## config.mk

```make
export PLATFORM = sky130hd
export DESIGN_NAME = cmdx_expander
export DESIGN_NICKNAME = d
export VERILOG_FILES = /design/src/rtl/cmdx_pkg.sv /design/src/rtl/cmdx_hdr_decode.sv /design/src/rtl/cmdx_method_filter.sv /design/src/rtl/cmdx_bind_table.sv /design/src/rtl/cmdx_expander.sv
export SDC_FILE = /design/constraint.sdc
export NUM_CORES = 1
export LEC_CHECK = 0
export BUFFER_PORTS_ARGS = -buffer_cell sky130_fd_sc_hd__buf_2
export CAP_MARGIN = 30
export CORE_MARGIN = 4
export CORE_UTILIZATION = 30
export DETAILED_ROUTE_END_ITERATION = 12
export SKIP_LAST_GASP = 1
export SYNTH_ARGS = -nofsm -noshare
export SYNTH_HDL_FRONTEND = slang
export SYNTH_SLANG_ARGS = --single-unit
```

## constraint.sdc

```tcl
create_clock -name clk -period 4 [get_ports clk]
set_input_delay 0.4 -clock clk [delete_from_list [all_inputs] [get_ports clk]]
set_output_delay 0.4 -clock clk [all_outputs]
set_load 0.03 [all_outputs]
```

## src/rtl/cmdx_pkg.sv

```systemverilog
`timescale 1ns/1ps
package cmdx_pkg;
    localparam int WORD_W   = 32;
    localparam int METH_W   = 13;
    localparam int SUB_W    = 3;
    localparam int CNT_W    = 13;
    localparam int MODE_W   = 3;
    localparam int SUB_LSB  = METH_W;
    localparam int CNT_LSB  = SUB_LSB + SUB_W;
    localparam int MODE_LSB = CNT_LSB + CNT_W;

    localparam logic [MODE_W-1:0] MODE_INCR = 3'd1;
    localparam logic [MODE_W-1:0] MODE_SAME = 3'd3;
    localparam logic [MODE_W-1:0] MODE_IMM  = 3'd4;
    localparam logic [MODE_W-1:0] MODE_ONCE = 3'd5;

    localparam logic [METH_W-1:0] M_BIND      = 13'h000;
    localparam logic [METH_W-1:0] M_MACRO_LO  = 13'h045;
    localparam logic [METH_W-1:0] M_MACRO_HI  = 13'h047;
    localparam logic [METH_W-1:0] M_LOCAL_END = 13'h100;

    typedef struct packed {
        logic              valid;
        logic [SUB_W-1:0]  sub;
        logic [METH_W-1:0] method;
        logic [WORD_W-1:0] value;
        logic [CNT_W-1:0]  remain;
    } mwrite_t;
endpackage

```

## src/rtl/cmdx_hdr_decode.sv

```systemverilog
`timescale 1ns/1ps
module cmdx_hdr_decode
    import cmdx_pkg::*;
(
    input  logic [WORD_W-1:0] word,
    output logic [METH_W-1:0] method,
    output logic [SUB_W-1:0]  sub,
    output logic [CNT_W-1:0]  cnt,
    output logic [MODE_W-1:0] mode,
    output logic              bad,
    output logic [WORD_W-1:0] imm_val
);
    always_comb begin
        method  = word[METH_W-1:0];
        sub     = word[SUB_LSB +: SUB_W];
        cnt     = word[CNT_LSB +: CNT_W];
        mode    = word[MODE_LSB +: MODE_W];
        imm_val = WORD_W'(cnt);
        bad     = 1'b0;
        if (mode != MODE_INCR && mode != MODE_SAME &&
            mode != MODE_IMM && mode != MODE_ONCE)
            bad = 1'b1;
        if (mode == MODE_ONCE && cnt == '0)
            bad = 1'b1;
    end
endmodule

```

## src/rtl/cmdx_method_filter.sv

```systemverilog
`timescale 1ns/1ps
module cmdx_method_filter
    import cmdx_pkg::*;
(
    input  logic [METH_W-1:0] method,
    output logic              fwd,
    output logic              is_bind
);
    always_comb begin
        is_bind = (method == M_BIND);
        fwd     = 1'b1;
        if (method < M_LOCAL_END && !is_bind &&
            !(method >= M_MACRO_LO && method <= M_MACRO_HI))
            fwd = 1'b0;
    end
endmodule

```

## src/rtl/cmdx_bind_table.sv

```systemverilog
`timescale 1ns/1ps
module cmdx_bind_table
    import cmdx_pkg::*;
#(
    parameter int ENG_W = 5
) (
    input  logic             clk,
    input  logic             rst,
    input  logic             wr_en,
    input  logic [SUB_W-1:0] wr_sub,
    input  logic [ENG_W-1:0] wr_eng,
    input  logic [SUB_W-1:0] rd_sub,
    output logic [ENG_W-1:0] rd_eng
);
    localparam int N_SUB = 1 << SUB_W;

    logic [N_SUB-1:0][ENG_W-1:0] ent_d, ent_q;

    for (genvar g = 0; g < N_SUB; g++) begin : g_ent
        always_comb begin
            ent_d[g] = ent_q[g];
            if (wr_en && wr_sub == SUB_W'(g))
                ent_d[g] = wr_eng;
        end
    end

    always_ff @(posedge clk) begin
        if (rst) ent_q <= '0;
        else     ent_q <= ent_d;
    end

    assign rd_eng = ent_q[rd_sub];


    tbl_hold_chk: assert property (@(posedge clk) disable iff (rst)
        !wr_en |=> $stable(ent_q));
endmodule

```

## src/rtl/cmdx_expander.sv

```systemverilog
`timescale 1ns/1ps
module cmdx_expander
    import cmdx_pkg::*;
#(
    parameter int ENG_W = 5
) (
    input  logic              clk,
    input  logic              rst,
    input  logic              in_valid,
    output logic              in_ready,
    input  logic [WORD_W-1:0] in_word,
    output logic              out_valid,
    input  logic              out_ready,
    output logic [SUB_W-1:0]  out_subch,
    output logic [METH_W-1:0] out_method,
    output logic [WORD_W-1:0] out_value,
    output logic [CNT_W-1:0]  out_remain,
    output logic [ENG_W-1:0]  out_engine,
    output logic              err_flag
);
    typedef struct packed {
        logic              busy;
        logic [MODE_W-1:0] mode;
        logic [METH_W-1:0] base;
        logic [SUB_W-1:0]  sub;
        logic [CNT_W-1:0]  cnt;
        logic [CNT_W-1:0]  idx;
        mwrite_t           o;
        logic [ENG_W-1:0]  o_eng;
        logic              err;
    } state_t;

    state_t st_d, st_q;

    logic [METH_W-1:0] h_method;
    logic [SUB_W-1:0]  h_sub;
    logic [CNT_W-1:0]  h_cnt;
    logic [MODE_W-1:0] h_mode;
    logic              h_bad;
    logic [WORD_W-1:0] h_imm;
    mwrite_t           gen;
    logic              fwd, is_bind, accept;
    logic [ENG_W-1:0]  rd_eng;

    cmdx_hdr_decode u_dec (
        .word(in_word), .method(h_method), .sub(h_sub), .cnt(h_cnt),
        .mode(h_mode), .bad(h_bad), .imm_val(h_imm)
    );

    cmdx_method_filter u_filt (
        .method(gen.method), .fwd(fwd), .is_bind(is_bind)
    );

    cmdx_bind_table #(.ENG_W(ENG_W)) u_tbl (
        .clk(clk), .rst(rst),
        .wr_en(gen.valid && is_bind), .wr_sub(gen.sub),
        .wr_eng(gen.value[ENG_W-1:0]),
        .rd_sub(gen.sub), .rd_eng(rd_eng)
    );

    assign in_ready = !st_q.o.valid || out_ready;
    assign accept   = in_valid && in_ready;

    always_comb begin
        st_d = st_q;
        gen  = '0;

        if (accept && !st_q.busy) begin
            if (h_bad) begin
                st_d.err = 1'b1;
            end else if (h_mode == MODE_IMM) begin
                gen.valid  = 1'b1;
                gen.sub    = h_sub;
                gen.method = h_method;
                gen.value  = h_imm;
                gen.remain = '0;
            end else if (h_cnt != '0) begin
                st_d.busy = 1'b1;
                st_d.mode = h_mode;
                st_d.base = h_method;
                st_d.sub  = h_sub;
                st_d.cnt  = h_cnt;
                st_d.idx  = '0;
            end
        end else if (accept) begin
            gen.valid  = 1'b1;
            gen.sub    = st_q.sub;
            gen.value  = in_word;
            gen.remain = st_q.cnt - st_q.idx - 1'b1;
            case (st_q.mode)
                MODE_INCR: gen.method = st_q.base + METH_W'(st_q.idx);
                MODE_ONCE: gen.method = (st_q.idx == '0) ? st_q.base
                                                         : st_q.base + 1'b1;
                default:   gen.method = st_q.base;
            endcase
            st_d.idx = st_q.idx + 1'b1;
            if (gen.remain == '0)
                st_d.busy = 1'b0;
        end

        if (!st_q.o.valid || out_ready) begin
            st_d.o.valid = gen.valid && fwd;
            if (gen.valid && fwd) begin
                st_d.o     = gen;
                st_d.o_eng = is_bind ? gen.value[ENG_W-1:0] : rd_eng;
            end
        end
    end

    always_ff @(posedge clk) begin
        if (rst) st_q <= '0;
        else     st_q <= st_d;
    end

    assign out_valid  = st_q.o.valid;
    assign out_subch  = st_q.o.sub;
    assign out_method = st_q.o.method;
    assign out_value  = st_q.o.value;
    assign out_remain = st_q.o.remain;
    assign out_engine = st_q.o_eng;
    assign err_flag   = st_q.err;


    stall_hold_chk: assert property (@(posedge clk) disable iff (rst)
        out_valid && !out_ready |=> out_valid && $stable(out_method)
        && $stable(out_value) && $stable(out_remain) && $stable(out_subch)
        && $stable(out_engine));

    stall_block_chk: assert property (@(posedge clk) disable iff (rst)
        out_valid && !out_ready |-> !in_ready);

    err_sticky_chk: assert property (@(posedge clk) disable iff (rst)
        err_flag |=> err_flag);

    last_arg_hdr_chk: assert property (@(posedge clk) disable iff (rst)
        accept && st_q.busy && st_q.idx + 1'b1 == st_q.cnt |=> !st_q.busy);
endmodule

```

==> results of run 1 <==
## cell usage after synthesis (all sizes together) (7+ instances only)
master,count,area (µm²)
or2,10,62.6
ha,27,338
buf,90,619
nand2b,45,282
nand2,110,428
a211oi,14,105
and3,9,56.3
o21ai,22,114
nor2,120,450
a311oi,12,105
mux2i,81,811
xnor2,16,140
inv,23,86.3
or3,7,43.8
nand3,52,270
a22oi,11,82.6
nand4,10,62.6
a211o,7,61.3
xor2,8,70.1
a221oi,11,96.3
dfxtp,154,3080
a21oi,61,309
o21a,9,67.6
clkbuf,40,150
nor3,28,151
and2,10,62.6
nor4,9,71.3
## state kept, by name, indices dropped and copies added (netlist names)
register and count:
out_method 13, st_q 46, out_valid 1, u_tbl.ent_q 40, out_value 32, out_engine 5
err_flag 1, out_subch 3, out_remain 13
## cell usage in the layout, fill, tap and decap left out, types with 10 or more instances in the layout
cell	Yosys	routed
nor2_1	120	119
nand3_1	50	50
a221oi_1	11	11
inv_1	23	23
or2_2	10	10
nand2b_1	45	45
o21ai_0	20	20
clkbuf_16	0	17
xnor2_1	16	16
ha_1	27	27
a311oi_1	12	12
dfxtp_1	154	154
nand4_1	10	10
buf_4	68	38
a21oi_1	60	60
a211oi_1	14	14
nand2_1	104	104
nor3_1	27	27
a22oi_1	11	11
mux2i_1	81	81
buf_2	15	103
## power breakdown
group	switching [mW]	internal, mW
combinational	0.363	0.207
clock	0.708	0.995
sequential	0.0329	1.58
## kinds of logic after synthesis
logic type	Yosys count	synth area share, %
buf+inv	153	9.72
mux	82	9.34
compound gates	198	15.4
simple gates	429	23.9
flops	154	35.0
fa+ha+maj	29	4.29
xor+xnor	24	2.39
## final cells by class
type,count,area [µm²],share of cell area [%]
tap,384,480,4.77
inverter,23,86.3,0.858
timing repair buffer,147,921,9.15
multi-input combinational,762,4890,48.5
sequential,154,3080,30.6
clock inverter,14,183,1.82
clock buffer,17,425,4.23
## routing by layer
layer | GRT usage (%) | part of all wire [%]
met5 | 0 | 0
met4 | 4.22 | 1.9
met3 | 3.75 | 8.0
met2 | 25.9 | 44
met1 | 23.3 | 46
## how the worst min path moves through the flow
stage | startpoint | to | cells past startpoint
2_1_floorplan | out_remain[7] | out_remain[7] | 2
3_3_place_gp | out_value[30] | out_value[30] | 2
3_5_place_dp | out_value[24] | out_value[24] | 2
4_1_cts | in_word[15] | st_q[96] | 3
5_1_grt | in_word[15] | out_value[15] | 3
6_report | in_word[15] | st_q[96] | 3
## worst max-delay path, stage by stage (launching register included)
cell and delay, ns:
dfxtp_1 0.38, inv_1 0.16, ha_1 0.19, or4b_1 0.51
nor3_4 0.30, mux2_2 0.38, o211ai_1 0.22, o211ai_1 0.15
nor3_1 0.29, and4b_2 0.38, and2_1 0.27, nand3_2 0.20
mux2i_1 0.25
==> flow_summary.json, run 1 <==
{
  "n_antenna_cell": 0,
  "reg2reg_to": "u_tbl.ent_q[16]",
  "critPathMaxFanout": 6,
  "num_io_pins": 105,
  "final_area_mm2": 0.0101,
  "wl_mm": 27.2,
  "power_density_mw_per_mm2": 386,
  "cts_tree": "yes",
  "area_delta_synth_final_pct": 14.3,
  "fin_cells": 1501,
  "setup_viol": 0,
  "grt_pass1_vias": 7224,
  "die_w_um": 179,
  "via_per_inst": 5.19,
  "synth_edf_count": 0,
  "cap_viol_max_count": 0,
  "arrival_ns": 4.10,
  "cts.repair.resized": 0,
  "synth_nets": 1134,
  "cp.required_ns": 4.35,
  "postCtsHoldBufs": 0,
  "clkSlewWorstSetupHoldPaths_ns": 0.07,
  "rsz0062_at_grt": "false",
  "hp-class": "in -> reg",
  "clock_latency_ns": 0.43,
  "p_leak_nw": 4.16,
  "post-route-period-util_pct": 93.7,
  "skew_ns": 0.0134,
  "slew_headroom_pct": 25.3,
  "async_flop_share_pct": 0,
  "netlist_area_mm2": 0.00881,
  "placed_area_mm2": 0.00946,
  "die_h_um": 179,
  "start_util_pct": 30.5,
  "fin_setup_tns_ns": 0,
  "worst_slack_ns": 0.251,
  "end_kind": "flop",
  "tightest_slew_ns": 1.12,
  "placed_cells": 1470,
  "grt_overflow_total": 0,
  "slew_viol_final": 0,
  "yosys_most_used_dff": "dfxtp_1",
  "std_cell_rows": 62,
  "drtPass1Iterations": 5,
  "cts_setup_buffers": 0,
  "finalPower_mw": 3.88,
  "drc": 0,
  "cts_buffer_depth": 2,
  "fp.dieArea_mm2": 0.0322,
  "h-tree-depth": 4,
  "preCtsSetupSlack_ns": 0.232,
  "globalplace.congestion": 0.911,
  "fillers": 3043,
  "io_buffers": 104,
  "fin_crit_ns": 3.75,
  "cts_root_buf": "clkbuf_16",
  "r2r_start": "st_q[69]",
  "holdWs_ns": 0.259,
  "final_util_pct": 34.9,
  "drt_iter0_drc": 595,
  "track_usage_pct": 16.6,
  "final-hold-violation-count": 0,
  "fin_nets": 1170,
  "yosysSeqAreaShare_pct": 35.0,
  "outcome": "finished clean",
  "reg2reg_depth": 12,
  "worstSetupPathType": "reg -> reg",
  "ant_nets": 0,
  "hpwl_mm": 20.2,
  "wire_per_inst_um": 18.1,
  "ir_worst_vdd_uv": 307,
  "yosysUniqueCellTypes": 72,
  "coreArea_mm2": 0.0289,
  "r2r_slack_ns": 0.25,
  "crit_end": "u_tbl.ent_q[16]",
  "syn-instance-count": 1069,
  "fmax_mhz": 267,
  "cts_buffers": 17,
  "start_kind": "flop",
  "cp-startpoint": "st_q[69]",
  "vias": 7786,
  "cts.sinks": 154,
  "yosys_warnings": 0,
  "antenna_found_initial": 1,
  "layout-drive-gt1-share_pct": 19.1,
  "avgSynthCellArea_um2": 8.24,
  "synth_seq_cells": 154,
  "grt_pass1_wl_mm": 41.6,
  "grt_max_degree": 83
}
Power figures use the tool's default switching activity.
==> run 2: changes to the inputs <==
==> constraint.sdc (replaced) <==
create_clock -name clk -period 4 [get_ports clk]
set_input_delay 0.8 -clock clk [delete_from_list [all_inputs] [get_ports clk]]
set_output_delay 0.8 -clock clk [all_outputs]
set_load 0.03 [all_outputs]
==> flow_summary.json, run 2 (synthesis gave the netlist of run 1 again) <==
{
  "cts_buffer_depth": 2,
  "io_buffers": 104,
  "dr_wl_met2_mm": 12.0,
  "clkSlewWorstSetupHoldPaths_ns": 0.07,
  "critPathSlowestCell": "dfxtp_1",
  "wl_mm": 27.4,
  "worstSetupPathType": "reg -> reg",
  "slew_viol_final": 0,
  "slew_headroom_pct": 40.9,
  "p_leak_nw": 4.15,
  "coreArea_mm2": 0.0289,
  "critPathMaxFanout": 7,
  "wire_per_inst_um": 18.2,
  "comb_power_share_pct": 14.7,
  "power.share.sequential_pct": 41.9,
  "arrival_ns": 4.13,
  "cp_cell_sequence": "ha_1 > inv_1 > fa_1 > nor2b_1 > o31a_1 > o2111ai_1 > a21oi_1 > a31oi_1 > a221oi_1 > buf_4 > and4b_2 > and2_1 > nand3_2 > mux2i_1",
  "post-route-period-util_pct": 94.3,
  "hpwl_mm": 20.0,
  "final-hold-violation-count": 0,
  "fmax_mhz": 265,
  "layout-drive-gt1-share_pct": 19.5,
  "fp.dieArea_mm2": 0.0322,
  "ir_worst_vdd_uv": 276,
  "cts_buffers": 17,
  "clkPwrFrac_pct": 43.4,
  "placed_cells": 1470,
  "highest_layer": "met4",
  "fin_crit_ns": 3.77,
  "via_per_inst": 5.20,
  "n_antenna_cell": 0,
  "cts.sinks": 154,
  "swShare_pct": 29.0,
  "setup_viol": 0,
  "hp-class": "reg -> reg",
  "die_h_um": 179,
  "grt_pass1_wl_mm": 42.1,
  "holdWs_ns": 0.448,
  "grt_pass1_vias": 7403,
  "h-tree-depth": 4,
  "vias": 7814,
  "path_delay_family": "compound AO/OA/AOI/OAI gates",
  "regMostFlops": "st_q",
  "cp_slowest_stage_delay_ns": 0.45,
  "fin_cells": 1504,
  "outcome": "finished clean",
  "drc": 0,
  "wl_met3_mm": 1.93,
  "start_kind": "flop",
  "skew_ns": 0.0193,
  "layout.cells.most_common": "dfxtp_1",
  "fin_nets": 1173,
  "grt_overflow_total": 0,
  "intPower_mw": 2.73,
  "power_density_mw_per_mm2": 382,
  "cap_viol_max_count": 0,
  "tightest_slew_ns": 0.886,
  "start_util_pct": 30.5,
  "drt_iter0_drc": 786,
  "final_area_mm2": 0.0100,
  "fin_setup_tns_ns": 0,
  "cts_root_buf": "clkbuf_16",
  "drtPass1Iterations": 5,
  "end_kind": "flop",
  "switching_power_mw": 1.11,
  "placed_area_mm2": 0.00942,
  "wl_met1_mm": 12.9,
  "grt_max_degree": 97,
  "ant_nets": 0,
  "std_cell_rows": 62,
  "cp.buffers_inverters": 2,
  "globalplace.congestion": 0.917,
  "cts_tree": "yes",
  "final_cell_mix": "154 x dfxtp_1, 119 x nor2_1, 104 x nand2_1, 103 x buf_2, 81 x mux2i_1",
  "area_delta_synth_final_pct": 14.1,
  "antenna_found_initial": 1,
  "largest_reg_flops": 46,
  "rsz0062_at_grt": "false",
  "clock_latency_ns": 0.44,
  "num_io_pins": 105,
  "postCtsHoldBufs": 0,
  "die_w_um": 179,
  "track_usage_pct": 16.8,
  "cp.required_ns": 4.36
}
[run 2: cell types whose count changed in the layout (fill, tap and decap cells not counted), sizes merged]
cell    before  now
clkbuf      17   19
inv         30   28
clkinv       3    5
buf        147  149
bufinv       3    2
[run 2: final timing paths]
kind	startpoint	to	slack, ns	cells past startpoint
max reg2reg	st_q[97]	u_tbl.ent_q[18]	0.23	14
min	out_value[22]	out_value[22]	0.45	2
min reg2reg	out_value[22]	out_value[22]	0.45	2
max	st_q[97]	u_tbl.ent_q[18]	0.23	14
[run 2: tightest hold or removal path: stages (launching register included)]
cell	delay [ns]
dfxtp_1	0.31
nand2_1	0.05
a21oi_1	0.05
[run 2: per-stage QoR]
| stage | worst slack (ns) | util, % | total power [mW] |
|---|---|---|---|
| finish | 0.230 | 34.8 | 3.84 |
| global route | 0.0359 | 34.8 | 3.98 |
| CTS | 0.127 | 34.7 | 3.85 |
| detailed placement | 0.185 | 32.6 | 2.20 |
| global placement | 0.308 | 32.6 | 2.20 |
| floorplan | 0.629 | - | 2.04 |
[run 2: power groups by stage]
stage               clock network, mW  registers (mW)  logic (mW)
finish                           1.67            1.61       0.565
global route                     1.76            1.61       0.615
CTS                              1.69            1.61       0.558
detailed placement                  0            1.64       0.555
global placement                    0            1.64       0.554
floorplan                           0            1.63       0.406
[run 2: timing repair]
item	in CTS	in global routing
setup endpoints to repair	0	50
resized for setup	0	3
endpoints found under the hold margin	0	0
buffers inserted	0	2
[run 2: cell type report]
type	count	area, µm²
multi-input combinational	762	4900
clock inverter	13	160
fill	3062	18800
clock buffer	18	439
inverter	23	86.3
timing repair buffer	150	903
tap	384	480
sequential	154	3080
[run 2: per-layer routing]
layer	vias up	global-route usage [%]
met5	-	0
met3	37	4.64
met1	3706	23.2
met2	291	25.6
met4	0	5.05
li1	3780	-
